--- src/rtl/tmrevt_pkg.sv ---
package tmrevt_pkg;
  // Byte offsets of the three registers
  localparam int unsigned STAT_OFS = 0;
  localparam int unsigned IEN_OFS  = 4;
  localparam int unsigned WEN_OFS  = 8;
  // Event bit whose clearing restarts the capture sequence
  localparam int unsigned CAPT_BIT = 2;

  typedef enum logic [1:0] {
    SEL_NONE = 2'd0,
    SEL_STAT = 2'd1,
    SEL_IEN  = 2'd2,
    SEL_WEN  = 2'd3
  } rdSel_e;

  typedef struct packed {
    logic   wrStat;
    logic   wrIen;
    logic   wrWen;
    rdSel_e rdSel;
  } strobe_t;
endpackage

--- src/rtl/tmrevt_ctrl.sv ---
module tmrevt_ctrl
  import tmrevt_pkg::*;
#(
  parameter int unsigned ADDR_W = 4
) (
  input  logic              busWrEn,
  input  logic [ADDR_W-1:0] busAddr,
  output strobe_t           strb
);
  logic hitStat, hitIen, hitWen;

  always_comb begin
    hitStat = (busAddr == ADDR_W'(STAT_OFS));
    hitIen  = (busAddr == ADDR_W'(IEN_OFS));
    hitWen  = (busAddr == ADDR_W'(WEN_OFS));
    strb.wrStat = busWrEn & hitStat;
    strb.wrIen  = busWrEn & hitIen;
    strb.wrWen  = busWrEn & hitWen;
    if (hitStat)     strb.rdSel = SEL_STAT;
    else if (hitIen) strb.rdSel = SEL_IEN;
    else if (hitWen) strb.rdSel = SEL_WEN;
    else             strb.rdSel = SEL_NONE;
  end
endmodule

--- src/rtl/tmrevt_datapath.sv ---
module tmrevt_datapath
  import tmrevt_pkg::*;
#(
  parameter int unsigned EVT_W  = 3,
  parameter int unsigned DATA_W = 32
) (
  input  logic              clk,
  input  logic              rstN,
  input  strobe_t           strb,
  input  logic [DATA_W-1:0] wrData,
  input  logic [EVT_W-1:0]  evtIn,
  output logic [DATA_W-1:0] rdData,
  output logic              irqOut,
  output logic              wakePulse,
  output logic              captRearm,
  output logic [EVT_W-1:0]  statusQ,
  output logic [EVT_W-1:0]  irqEnQ,
  output logic [EVT_W-1:0]  wakeEnQ
);
  logic [EVT_W-1:0] statusNext;
  logic [EVT_W-1:0] clrMask;

  assign clrMask = strb.wrStat ? wrData[EVT_W-1:0] : '0;

  // One flag per event source; a new event overrides a clear
  for (genvar i = 0; i < EVT_W; i++) begin : g_flag
    always_comb begin
      if (evtIn[i] && irqEnQ[i]) statusNext[i] = 1'b1;
      else if (clrMask[i])       statusNext[i] = 1'b0;
      else                       statusNext[i] = statusQ[i];
    end
    always_ff @(posedge clk) begin
      if (!rstN) statusQ[i] <= 1'b0;
      else       statusQ[i] <= statusNext[i];
    end
  end

  always_ff @(posedge clk) begin
    if (!rstN) begin
      irqEnQ    <= '0;
      wakeEnQ   <= '0;
      irqOut    <= 1'b0;
      wakePulse <= 1'b0;
      captRearm <= 1'b0;
    end else begin
      if (strb.wrIen) irqEnQ  <= wrData[EVT_W-1:0];
      if (strb.wrWen) wakeEnQ <= wrData[EVT_W-1:0];
      irqOut    <= |statusNext;
      wakePulse <= |(evtIn & wakeEnQ);
      captRearm <= strb.wrStat & wrData[CAPT_BIT];
    end
  end

  always_comb begin
    case (strb.rdSel)
      SEL_STAT: rdData = DATA_W'(statusQ);
      SEL_IEN:  rdData = DATA_W'(irqEnQ);
      SEL_WEN:  rdData = DATA_W'(wakeEnQ);
      default:  rdData = '0;
    endcase
  end
endmodule

--- src/rtl/tmrevt_top.sv ---
module tmrevt_top
  import tmrevt_pkg::*;
#(
  parameter int unsigned EVT_W  = 3,
  parameter int unsigned ADDR_W = 4,
  parameter int unsigned DATA_W = 32
) (
  input  logic              clk,
  input  logic              rstN,
  input  logic [EVT_W-1:0]  evtIn,
  input  logic              busWrEn,
  input  logic [ADDR_W-1:0] busAddr,
  input  logic [DATA_W-1:0] busWrData,
  output logic [DATA_W-1:0] busRdData,
  output logic              irqOut,
  output logic              wakePulse,
  output logic              captRearm
);
  strobe_t          strb;
  logic [EVT_W-1:0] statusQ;
  logic [EVT_W-1:0] irqEnQ;
  logic [EVT_W-1:0] wakeEnQ;

  tmrevt_ctrl #(.ADDR_W(ADDR_W)) u_ctrl (
    .busWrEn (busWrEn),
    .busAddr (busAddr),
    .strb    (strb)
  );

  tmrevt_datapath #(.EVT_W(EVT_W), .DATA_W(DATA_W)) u_dp (
    .clk       (clk),
    .rstN      (rstN),
    .strb      (strb),
    .wrData    (busWrData),
    .evtIn     (evtIn),
    .rdData    (busRdData),
    .irqOut    (irqOut),
    .wakePulse (wakePulse),
    .captRearm (captRearm),
    .statusQ   (statusQ),
    .irqEnQ    (irqEnQ),
    .wakeEnQ   (wakeEnQ)
  );
endmodule

--- config.mk ---
export PLATFORM = sky130hd
export DESIGN_NAME = tmrevt_top
export DESIGN_NICKNAME = d
export VERILOG_FILES = /design/src/rtl/tmrevt_pkg.sv /design/src/rtl/tmrevt_ctrl.sv /design/src/rtl/tmrevt_datapath.sv /design/src/rtl/tmrevt_top.sv
export SDC_FILE = /design/constraint.sdc
export NUM_CORES = 1
export LEC_CHECK = 0
export ABC_AREA = 1
export ABC_CLOCK_PERIOD_IN_PS = 950
export BUFFER_PORTS_ARGS = -buffer_cell sky130_fd_sc_hd__buf_2
export CAP_MARGIN = 10
export CORE_ASPECT_RATIO = 0.7
export CORE_MARGIN = 3
export CORE_UTILIZATION = 35
export CTS_CLUSTER_DIAMETER = 150
export CTS_CLUSTER_SIZE = 25
export DETAILED_ROUTE_END_ITERATION = 8
export GPL_ROUTABILITY_DRIVEN = 0
export PLACE_DENSITY = 0.79
export SLEW_MARGIN = 10
export SYNTH_ARGS = -nofsm -noshare
export SYNTH_HDL_FRONTEND = slang
export SYNTH_SLANG_ARGS = --single-unit
export TNS_END_PERCENT = 20
--- constraint.sdc ---
create_clock -name clk -period 0.95 [get_ports clk]
set_input_delay 0.0475 -clock clk [delete_from_list [all_inputs] [get_ports clk]]
set_output_delay 0.0475 -clock clk [all_outputs]
set_load 0.01 [all_outputs]
==> out/results.ini <==
[status]
status = finished, violations left
violations = setup timing

[worst_setup_path]
crit_fanout = 6
critPathRequiredTime_ps = 900
r2r-start = u_dp.irqEnQ[2]
path_class = in2out
rrSetupSlack_ps = 270
end_kind = primary output
cp-startpoint = busAddr[1]
cp.arrival_ps = 920
r2r_end = u_dp.irqOut
cp-start-kind = input pin
reg2regPathDepth = 4
cp-endpoint = busRdData[1]

[clock_network]
clk_latency_ps = 270
cts_buffers = 3
root_buffer = clkbuf_4
cts_tree = yes
clkTransAtPathRegs_ps = 70
clkSinkCount = 12
cts_max_path_buffers = 2
h-tree-depth = 1

[layout]
syn2layout_area_growth_pct = 15.6
final_cell_mix = nand2_1, conb_1, buf_2, nand3_1, dfxtp_1
drive_gt1_frac = 0.287
antenna_cells = 0
layout_commonest_cell = nand2_1
nets = 179
nFillCells = 220

[synthesis]
syn-instance-count = 110
synth.largest_area_cell = dfxtp_1
synthDominantCellAreaShare = 0.310
ys_warn_count = 0
ys_types = 14
ys_seq_area_frac = 0.310
syn_area_sq_um = 776
ys_ff_latch = 12
avgSynthCellArea_sq_um = 7.05
yosys-top-cells-area = dfxtp_1, buf_4, nand2_1

[timing]
period_share = 1.02
hold_viol_final = 0
max_freq_ghz = 1.03
fin_skew_ps = 0.300
rsz0062_at_grt = yes
setup_tns_ps = -16.6
drv_slew = 0
period_needed_ps = 967
whs_ps = 30.6
setup_slack_ps = -16.6
finalSetupViolCount = 1

[routing]
firstDrtPassIters = 4
avgRoutedWirePerCell_um = 9.89
post_drt_via_cell_ratio = 4.24
drcViolationCount = 0
ant_nets = 0
wl_mm = 1.64
drtIter0Drc = 32
vias = 704

[global_routing]
grt_start_max_net_pins = 12
grt_usage = 0.116
overflow = 0
grt_pass1_vias = 608
grt_pass1_wl_mm = 2.55
antenna_found_initial = 0

[hold_path]
worst_hold_path_type = in2reg

[floorplanning]
row_count = 13
dieWidth_um = 62.3
die_area_sq_um = 2830
io_pins = 77
die_y_um = 45.4
design.core.area_sq_um = 1970
start_util = 0.394

[flow_run]
cap_violations = 0

[placement]
place_ws_ps = -94.4
portBuffers = 18
dp_hpwl_mm = 1.38

[power]
p_per_area_nw_per_um2 = 1190
p_leak_uw = 0.000484
ir_drop_v = 0.000598

==> worst max-delay path: stages <==
cell     delay, ps
buf_6          100
nor2_4         100
inv_2           60
nor3_4         300
nand2_1         90
nand3_1         80
buf_2          140
==> per-layer routing <==
layer | wire (um) | vias to the layer above | track usage | share of wire
met2 | 698 | 53 | 0.184 | 0.43
met5 | 0 | - | 0 | 0
met1 | 683 | 304 | 0.153 | 0.42
met3 | 223 | 5 | 0.0198 | 0.14
met4 | 36 | 0 | 0.0658 | 0.022
li1 | - | 342 | - | -
==> synth_stat cells <==
cell     number
nand2_1      34
buf_4        29
dfxtp_1      12
nand3_1      11
a21oi_1       6
inv_1         5
nand4_1       3
inv_2         2
nor2_1        2
nor2_4        2
buf_2         1
conb_1        1
nor3_1        1
nor3_4        1
==> metrics by stage <==
stage / utilization / std cells / area, sq um / power [uW]
6_report: 0.456 / 166 / 897 / 1070
5_1_grt: 0.456 / 166 / 897 / 1130
4_1_cts: 0.440 / 165 / 866 / 1080
3_5_place_dp: 0.411 / 159 / 808 / 672
3_3_place_gp: 0.411 / 159 / 808 / 668
2_1_floorplan: - / 138 / 881 / 702
==> layout make-up <==
cell class,instances,area [sq um],area share
clock buffers,4,36.3,0.0404
multi-input cells,89,397,0.442
inverters,7,26.3,0.0293
flip-flops and latches,12,246,0.275
repair buffers,24,154,0.172
well taps,30,37.5,0.0418
==> sequential cells by signal, indices dropped and copies added, names as in the netlist <==
signal          cells
u_dp.irqOut         1
u_dp.wakeEnQ        3
u_dp.captRearm      1
u_dp.wakePulse      1
u_dp.statusQ        3
u_dp.irqEnQ         3
==> worst min-delay path by stage <==
stage               startpoint  cells past startpoint  slack (ps)        endpoint
global route              rstN                      3          60  u_dp.wakePulse
CTS                       rstN                      3          20  u_dp.wakePulse
floorplan                 rstN                      2         150  u_dp.wakePulse
finish                    rstN                      3          30  u_dp.wakePulse
detailed placement        rstN                      3         310  u_dp.wakePulse
global placement          rstN                      3         300  u_dp.wakePulse
==> where the power goes <==
part	internal, uW	switching (uW)	leakage, uW
Combinational	48.6	116	0.000364
Clock	233	162	0.0000210
Sequential	509	3.11	0.0000993
Total	791	281	0.000484
==> logic make-up after synthesis <==
kind of cell	count (synthesis)	synth area share
AO/OA/AOI/OAI	6	0.0387
AND/OR/NAND/NOR	54	0.326
other	1	0.00483
flip-flops	12	0.310
buffers and inverters	37	0.321
==> repair_timing <==
item	CTS	global route
pin swaps	4	6
setup endpoints to repair	3	3
resized for setup	5	4
buffers inserted	2	1
hold buffers	0	0
Power figures use the tool's default switching activity.
